===== src/rtl/pwr_seq_pkg.sv =====
package pwr_seq_pkg;

  typedef enum logic [1:0] {
    MODE_RUN     = 2'd0,
    MODE_SLEEP   = 2'd1,
    MODE_STOP    = 2'd2,
    MODE_STANDBY = 2'd3
  } pwrMode_e;

  typedef enum logic [2:0] {
    ST_RUN,
    ST_SLEEP,
    ST_STOP,
    ST_STOP_WAKE,
    ST_STBY,
    ST_STBY_EXIT
  } seqState_e;

  // configuration word bit positions
  localparam int CFG_DEEP  = 0;
  localparam int CFG_PDOWN = 1;
  localparam int CFG_LPREG = 2;
  localparam int CFG_SOE   = 3;
  localparam int CFG_SEVP  = 4;
  localparam int CFG_BKP   = 5;
  localparam int CFG_PIN0  = 6;

  // strobes from control to datapath
  typedef struct packed {
    logic clrEvt;
    logic loadCnt;
    logic decCnt;
    logic stbyReset;
    logic markIntOsc;
  } seqStrobe_t;

endpackage


===== src/rtl/pwr_seq_dpath.sv =====
module pwr_seq_dpath
  import pwr_seq_pkg::*;
#(
  parameter int NPINS = 8,
  parameter int NSRC  = 6,
  parameter int DLY_W = 8
) (
  input  logic                      clk,
  input  logic                      rstN,
  input  logic                      cfgWe,
  input  logic [CFG_PIN0+NPINS-1:0] cfgData,
  input  logic [DLY_W-1:0]          wakeDelay,
  input  logic                      irqPending,
  input  logic                      evtIn,
  input  logic                      sevPulse,
  input  logic [NPINS-1:0]          wakePins,
  input  logic [NSRC-1:0]           wakeSrc,
  input  seqStrobe_t                strb,
  output logic                      cfgDeep,
  output logic                      cfgPdown,
  output logic                      cfgLpReg,
  output logic                      cfgSoe,
  output logic                      bkpWrEn,
  output logic                      evtHit,
  output logic                      stbyWake,
  output logic                      cntZero,
  output logic                      dlyZero,
  output logic                      clkSelInternal
);

  localparam int CFG_W = CFG_PIN0 + NPINS;

  logic [CFG_W-1:0] cfgQ;
  logic [NPINS-1:0] pinPrev;
  logic [NPINS-1:0] pinRise;
  logic             irqPrev;
  logic             evtQ;
  logic             evtSet;
  logic [DLY_W-1:0] cnt;

  // configuration: the standby reset keeps only the pin enables
  always_ff @(posedge clk or negedge rstN) begin
    if (!rstN) begin
      cfgQ <= '0;
    end else if (strb.stbyReset) begin
      cfgQ <= {cfgQ[CFG_W-1:CFG_PIN0], {CFG_PIN0{1'b0}}};
    end else if (cfgWe) begin
      cfgQ <= cfgData;
    end
  end

  assign cfgDeep  = cfgQ[CFG_DEEP];
  assign cfgPdown = cfgQ[CFG_PDOWN];
  assign cfgLpReg = cfgQ[CFG_LPREG];
  assign cfgSoe   = cfgQ[CFG_SOE];
  assign bkpWrEn  = cfgQ[CFG_BKP];

  // wakeup pin rising-edge detection, one slice per pin
  always_ff @(posedge clk or negedge rstN) begin
    if (!rstN) pinPrev <= '0;
    else       pinPrev <= wakePins;
  end

  for (genvar i = 0; i < NPINS; i++) begin : gPin
    assign pinRise[i] = wakePins[i] & ~pinPrev[i] & cfgQ[CFG_PIN0+i];
  end

  assign stbyWake = (|pinRise) | (|wakeSrc);

  // event latch
  always_ff @(posedge clk or negedge rstN) begin
    if (!rstN) irqPrev <= 1'b0;
    else       irqPrev <= irqPending;
  end

  assign evtSet = evtIn | sevPulse | (cfgQ[CFG_SEVP] & irqPending & ~irqPrev);
  assign evtHit = evtQ | evtSet;

  always_ff @(posedge clk or negedge rstN) begin
    if (!rstN)            evtQ <= 1'b0;
    else if (strb.clrEvt) evtQ <= 1'b0;
    else                  evtQ <= evtHit;
  end

  // regulator settling counter
  always_ff @(posedge clk or negedge rstN) begin
    if (!rstN)             cnt <= '0;
    else if (strb.loadCnt) cnt <= wakeDelay - DLY_W'(1);
    else if (strb.decCnt)  cnt <= cnt - DLY_W'(1);
  end

  assign cntZero = (cnt == '0);
  assign dlyZero = (wakeDelay == '0);

  always_ff @(posedge clk or negedge rstN) begin
    if (!rstN) clkSelInternal <= 1'b0;
    else       clkSelInternal <= strb.markIntOsc;
  end

endmodule


===== src/rtl/pwr_seq_ctrl.sv =====
module pwr_seq_ctrl
  import pwr_seq_pkg::*;
(
  input  logic       clk,
  input  logic       rstN,
  input  logic       sleepReq,
  input  logic       sleepIsWfe,
  input  logic       handlerExit,
  input  logic       irqPending,
  input  logic       cfgDeep,
  input  logic       cfgPdown,
  input  logic       cfgLpReg,
  input  logic       cfgSoe,
  input  logic       evtHit,
  input  logic       stbyWake,
  input  logic       cntZero,
  input  logic       dlyZero,
  output seqStrobe_t strb,
  output pwrMode_e   mode,
  output logic       coreClkEn,
  output logic       sysClkEn,
  output logic       oscEn,
  output logic       regLowPower,
  output logic       coreDomainOn,
  output logic       standbyRstReq,
  output logic       wfeReturn
);

  seqState_e state, stateNxt;
  logic      kindWfe, kindWfeNxt;
  logic      lpUsed, lpUsedNxt;
  logic      wfeRetNxt;
  logic      wakeHit;

  assign wakeHit = kindWfe ? evtHit : irqPending;

  always_comb begin
    stateNxt   = state;
    kindWfeNxt = kindWfe;
    lpUsedNxt  = lpUsed;
    wfeRetNxt  = 1'b0;
    strb       = '0;
    unique case (state)
      ST_RUN: begin
        if (sleepReq) begin
          if (sleepIsWfe && evtHit) begin
            strb.clrEvt = 1'b1;
            wfeRetNxt   = 1'b1;
          end else begin
            kindWfeNxt = sleepIsWfe;
            lpUsedNxt  = cfgLpReg;
            if (!cfgDeep)      stateNxt = ST_SLEEP;
            else if (!cfgPdown) stateNxt = ST_STOP;
            else               stateNxt = ST_STBY;
          end
        end else if (handlerExit && cfgSoe) begin
          kindWfeNxt = 1'b0;
          stateNxt   = ST_SLEEP;
        end
      end
      ST_SLEEP: begin
        if (wakeHit) begin
          strb.clrEvt = kindWfe;
          stateNxt    = ST_RUN;
        end
      end
      ST_STOP: begin
        if (wakeHit) begin
          strb.clrEvt = kindWfe;
          if (lpUsed && !dlyZero) begin
            strb.loadCnt = 1'b1;
            stateNxt     = ST_STOP_WAKE;
          end else begin
            strb.markIntOsc = 1'b1;
            stateNxt        = ST_RUN;
          end
        end
      end
      ST_STOP_WAKE: begin
        if (cntZero) begin
          strb.markIntOsc = 1'b1;
          stateNxt        = ST_RUN;
        end else begin
          strb.decCnt = 1'b1;
        end
      end
      ST_STBY: begin
        if (stbyWake) stateNxt = ST_STBY_EXIT;
      end
      ST_STBY_EXIT: begin
        strb.stbyReset = 1'b1;
        strb.clrEvt    = 1'b1;
        kindWfeNxt     = 1'b0;
        lpUsedNxt      = 1'b0;
        stateNxt       = ST_RUN;
      end
      default: stateNxt = ST_RUN;
    endcase
  end

  always_ff @(posedge clk or negedge rstN) begin
    if (!rstN) begin
      state     <= ST_RUN;
      kindWfe   <= 1'b0;
      lpUsed    <= 1'b0;
      wfeReturn <= 1'b0;
    end else begin
      state     <= stateNxt;
      kindWfe   <= kindWfeNxt;
      lpUsed    <= lpUsedNxt;
      wfeReturn <= wfeRetNxt;
    end
  end

  // per-state power outputs
  always_comb begin
    mode          = MODE_RUN;
    coreClkEn     = 1'b1;
    sysClkEn      = 1'b1;
    oscEn         = 1'b1;
    regLowPower   = 1'b0;
    coreDomainOn  = 1'b1;
    standbyRstReq = 1'b0;
    unique case (state)
      ST_RUN: ;
      ST_SLEEP: begin
        mode      = MODE_SLEEP;
        coreClkEn = 1'b0;
      end
      ST_STOP: begin
        mode        = MODE_STOP;
        coreClkEn   = 1'b0;
        sysClkEn    = 1'b0;
        oscEn       = 1'b0;
        regLowPower = lpUsed;
      end
      ST_STOP_WAKE: begin
        mode      = MODE_STOP;
        coreClkEn = 1'b0;
        sysClkEn  = 1'b0;
      end
      ST_STBY: begin
        mode         = MODE_STANDBY;
        coreClkEn    = 1'b0;
        sysClkEn     = 1'b0;
        oscEn        = 1'b0;
        coreDomainOn = 1'b0;
      end
      ST_STBY_EXIT: begin
        mode          = MODE_STANDBY;
        coreClkEn     = 1'b0;
        sysClkEn      = 1'b0;
        oscEn         = 1'b0;
        standbyRstReq = 1'b1;
      end
      default: ;
    endcase
  end

endmodule


===== src/rtl/pwr_mode_seq.sv =====
module pwr_mode_seq
  import pwr_seq_pkg::*;
#(
  parameter int NPINS = 8,
  parameter int NSRC  = 6,
  parameter int DLY_W = 8
) (
  input  logic                      clk,
  input  logic                      rstN,
  input  logic                      cfgWe,
  input  logic [CFG_PIN0+NPINS-1:0] cfgData,
  input  logic [DLY_W-1:0]          wakeDelay,
  input  logic                      sleepReq,
  input  logic                      sleepIsWfe,
  input  logic                      handlerExit,
  input  logic                      irqPending,
  input  logic                      evtIn,
  input  logic                      sevPulse,
  input  logic [NPINS-1:0]          wakePins,
  input  logic [NSRC-1:0]           wakeSrc,
  output logic [1:0]                modeState,
  output logic                      coreClkEn,
  output logic                      sysClkEn,
  output logic                      oscEn,
  output logic                      regLowPower,
  output logic                      coreDomainOn,
  output logic                      clkSelInternal,
  output logic                      standbyRstReq,
  output logic                      wfeReturn,
  output logic                      bkpWrEn
);

  seqStrobe_t strb;
  pwrMode_e   mode;
  logic cfgDeep, cfgPdown, cfgLpReg, cfgSoe;
  logic evtHit, stbyWake, cntZero, dlyZero;

  pwr_seq_dpath #(.NPINS(NPINS), .NSRC(NSRC), .DLY_W(DLY_W)) uDpath (
    .clk(clk), .rstN(rstN), .cfgWe(cfgWe), .cfgData(cfgData),
    .wakeDelay(wakeDelay), .irqPending(irqPending), .evtIn(evtIn),
    .sevPulse(sevPulse), .wakePins(wakePins), .wakeSrc(wakeSrc),
    .strb(strb), .cfgDeep(cfgDeep), .cfgPdown(cfgPdown),
    .cfgLpReg(cfgLpReg), .cfgSoe(cfgSoe), .bkpWrEn(bkpWrEn),
    .evtHit(evtHit), .stbyWake(stbyWake), .cntZero(cntZero),
    .dlyZero(dlyZero), .clkSelInternal(clkSelInternal)
  );

  pwr_seq_ctrl uCtrl (
    .clk(clk), .rstN(rstN), .sleepReq(sleepReq), .sleepIsWfe(sleepIsWfe),
    .handlerExit(handlerExit), .irqPending(irqPending),
    .cfgDeep(cfgDeep), .cfgPdown(cfgPdown), .cfgLpReg(cfgLpReg),
    .cfgSoe(cfgSoe), .evtHit(evtHit), .stbyWake(stbyWake),
    .cntZero(cntZero), .dlyZero(dlyZero), .strb(strb), .mode(mode),
    .coreClkEn(coreClkEn), .sysClkEn(sysClkEn), .oscEn(oscEn),
    .regLowPower(regLowPower), .coreDomainOn(coreDomainOn),
    .standbyRstReq(standbyRstReq), .wfeReturn(wfeReturn)
  );

  assign modeState = mode;

endmodule


===== config.mk =====
export PLATFORM = sky130hd
export DESIGN_NAME = pwr_mode_seq
export DESIGN_NICKNAME = d
export VERILOG_FILES = /design/src/rtl/pwr_seq_pkg.sv /design/src/rtl/pwr_seq_dpath.sv /design/src/rtl/pwr_seq_ctrl.sv /design/src/rtl/pwr_mode_seq.sv
export SDC_FILE = /design/constraint.sdc
export NUM_CORES = 1
export LEC_CHECK = 0
export ABC_CLOCK_PERIOD_IN_PS = 5600
export BUFFER_PORTS_ARGS = -buffer_cell sky130_fd_sc_hd__buf_4
export CORE_MARGIN = 4
export CORE_UTILIZATION = 38
export DETAILED_ROUTE_END_ITERATION = 10
export GPL_TIMING_DRIVEN = 0
export PLACE_DENSITY = 0.7
export SLEW_MARGIN = 20
export SYNTH_ARGS = -nofsm -noshare
export SYNTH_HDL_FRONTEND = slang
export SYNTH_SLANG_ARGS = --single-unit

===== constraint.sdc =====
create_clock -name clk -period 5.6 [get_ports clk]
set_clock_uncertainty 0.05 [all_clocks]
set_input_delay 0.84 -clock clk [delete_from_list [all_inputs] [get_ports clk]]
set_output_delay 0.84 -clock clk [all_outputs]
set_load 0.01 [all_outputs]

==> summary.txt <==
Status
  • Outcome: completed

Synth
  • Synth Net Count: 240
  • Post-synth top area cell: dfrtp_1
  • Most used DFF post-synth: dfrtp_1
  • Top cell type's share of synthesized area: 0.483
  • Area contributors post-synth: dfrtp_1 (48%), mux2_2 (4.5%), nand2_1 (4.3%), mux2i_1 (4.0%), xor2_1 (3.9%)
  • Syn Inst Count: 194
  • Post-synthesis cell type count: 51
  • Simple-Gate Fraction of Synth Area: 0.193
  • Post-synth EDFFs: 0
  • Largest family of logic cells by synthesized area: simple AND/OR/NAND/NOR gates
  • Xor-xnor portion of the synthesized cell area: 0.0520
  • Post-Synth Adder-Cell Area: 0.00619
  • Yosys warnings: 0
  • Asr flop ratio synth: 1.00
  • Mux cell area share after synthesis: 0.0916
  • Post-synthesis compound-gate area fraction: 0.148
  • Syn avg cell area: 10.4 um2
  • Sequential fraction of the synthesis area: 0.483
  • Synthesized flop and latch total: 39
  • Mapped Area: 0.00202 mm2

Floorplanning
  • Site Rows: 26
  • DIE AREA: 0.00655 mm2
  • I/O pin cnt: 56
  • Chip Width: 80.9 um
  • Core area: 0.00514 mm2
  • Die extent in y: 80.9 um
  • Initial Util: 0.393

Clocking
  • Clock transition at path regs: 70 ps
  • CTS sink cnt: 39
  • Hold buffers post-CTS: 0
  • CTS resizes: 0
  • CTS Buf Count: 5
  • CTS Buffer Depth: 2
  • TritonCTS clock tree: built
  • Post-CTS Setup Bufs: 0
  • CTS H-tree depth: 2
  • Clk Latency, worst-skew pair: 290 ps
  • Clock root cell: clkbuf_8

Placed design
  • Setup WS pre-CTS: 2510 ps
  • Post-DP HPWL: 3410 um
  • Placer Congestion: 0.814
  • PortBufs: 54

Hold path
  • Hold wc startpoint: uCtrl.kindWfe
  • Hold Path End: uDpath.evtQ
  • Worst Hold Path Cells: 1
  • Worst Hold Class: reg -> reg

Global routing
  • Vias in the first global route: 1701
  • Largest net degree at the start of global routing: 40
  • Initial antenna violation count: 0
  • Gr usage total: 0.148
  • Grt total ovfl: 0
  • First-pass GRT wire length: 7490 um

Setup path
  • Critical Path RT: 5740 ps
  • CP bufs+invs: 1
  • Reg2Reg Depth: 8
  • Arr. time, crit path: 2940 ps
  • Reg2Reg Setup Slack: 3160 ps
  • Crit. End Element: flip-flop
  • Slowest CP cell: or4_4
  • Crit path kind: in -> reg
  • Critical R2R Launch: uCtrl.state[2]
  • Critical path cell sequence: buf_4 > or4_4 > o21ai_4 > a21oi_4 > mux2i_1 > ha_1 > nand2_1 > xor2_1 > a221oi_2
  • Crit-path max FO: 10
  • Delay-heaviest family, CP: simple AND/OR/NAND/NOR gates
  • Max stage delay on crit path: 580 ps
  • CP Launch Type: input pin
  • R2R Path End: uDpath.cnt[4]

Timing
  • Slew HR: 0.532
  • Total Negative Setup Slacks: 0 ps
  • Min Tclk post-route: 2790 ps
  • Period Utilization, post-route: 0.499
  • Final Hold Viols: 0
  • Setup ws final: 2810 ps
  • Slew @ Worst Pin: 695 ps
  • Endpoints failing setup: 0
  • Achievable Freq: 358 MHz
  • RSZ-0062 raised after global routing: false
  • Slew Limit Fails: 0

Detailed routing
  • DRC viols: 0
  • Wire length per cell: 13.6 um
  • Drt first pass iters: 4
  • Vias: 1671
  • Vias per std cell: 5.16
  • WL final: 4410 um
  • Starting DRT DRC Count: 99
  • DRT antenna net count: 0

Power
  • Pwr dens: 405 mW/mm2
  • Leak: 0.00117 uW
  • Peak supply drop: 166 uV

Layout
  • Register area: 976 um2
  • Layout area overhead: 28.0%
  • Filler cells: 513
  • Most frequent cells in the layout: buf_4 (54), dfrtp_1 (39), nand2_1 (23)
  • Layout cells sized above 1: 0.327
  • Nets@finish: 301
  • Ant diodes: 0
  • Multi-input logic area: 991 um2
  • Commonest non-fill, non-tap cell in the layout: buf_4

Flow run
  • Max cap viols: 0
[layout make-up]
class | count | share of cell area
Tap cell | 70 | 0.0339
Clock buffer | 6 | 0.0281
Multi-Input combinational cell | 142 | 0.383
Sequential cell | 39 | 0.377
Inverter | 7 | 0.0102
Buffer | 6 | 0.0106
Timing Repair Buffer | 54 | 0.157
[kinds of logic (layout without fill, tap and decap cells)]
group | after synthesis | in the layout
AOI/OAI and AO/OA | 39 | 39
buffers and inverters | 13 | 73
adders and majority gates | 1 | 1
muxes | 17 | 17
and+or+nand+nor | 73 | 73
xor gates and xnor gates | 12 | 12
DFF | 39 | 39
[cell usage after synthesis, types with 3 or more instances]
master / number
o21ai_0: 4
and3_1: 4
mux2i_1: 8
buf_2: 4
xor2_1: 9
nor2b_1: 3
o22ai_1: 3
nor2_1: 19
nand3b_1: 4
xnor2_1: 3
nor4_1: 3
a31oi_1: 6
nand2_1: 23
inv_1: 6
dfrtp_1: 39
a21oi_1: 4
mux2_2: 8
o21ai_1: 5
[routing by layer]
| metal | vias up | GRT usage | wire [um] |
|---|---|---|---|
| li1 | 817 | - | - |
| met5 | - | 0 | 0 |
| met4 | 0 | 0.0608 | 102 |
| met1 | 788 | 0.183 | 1950 |
| met3 | 11 | 0.0499 | 305 |
| met2 | 55 | 0.236 | 2060 |
[through the flow]
step	power, uW	hold slack (ps)	std cells	utilization	cell area [um2]
3_3_place_gp	870	420	318	0.489	2510
2_1_floorplan	726	394	194	-	2020
3_5_place_dp	885	441	318	0.489	2510
5_1_grt	1130	484	324	0.503	2590
6_report	1050	449	324	0.503	2590
4_1_cts	1060	452	324	0.503	2590
[worst max-delay path by stage]
stage                     cells past startpoint  slack [ps]    startpoint            end
final                                         9        2810  wakeDelay[3]  uDpath.cnt[4]
after global routing                          9        2720  wakeDelay[3]  uDpath.cnt[4]
after detailed placement                      9        2510  wakeDelay[3]  uDpath.cnt[4]
after floorplan                               8        2890  wakeDelay[3]  uDpath.cnt[4]
after CTS                                     9        2810  wakeDelay[3]  uDpath.cnt[4]
after global placement                        9        2590  wakeDelay[3]  uDpath.cnt[4]
[state kept, by name (all words and copies together) (netlist names)]
name,count
uDpath.clkSelInternal,1
uCtrl.wfeReturn,1
uCtrl.lpUsed,1
uDpath.evtQ,1
uDpath.pinPrev,8
uDpath.irqPrev,1
uDpath.cfgQ,14
uDpath.cnt,8
uCtrl.state,3
uCtrl.kindWfe,1
[where the power goes]
| group | internal (uW) | switching, uW | total [uW] |
|---|---|---|---|
| logic | 223 | 244 | 467 |
| registers | 355 | 54.6 | 410 |
| clock network | 83.0 | 88.5 | 171 |
Power figures use the tool's default switching activity.
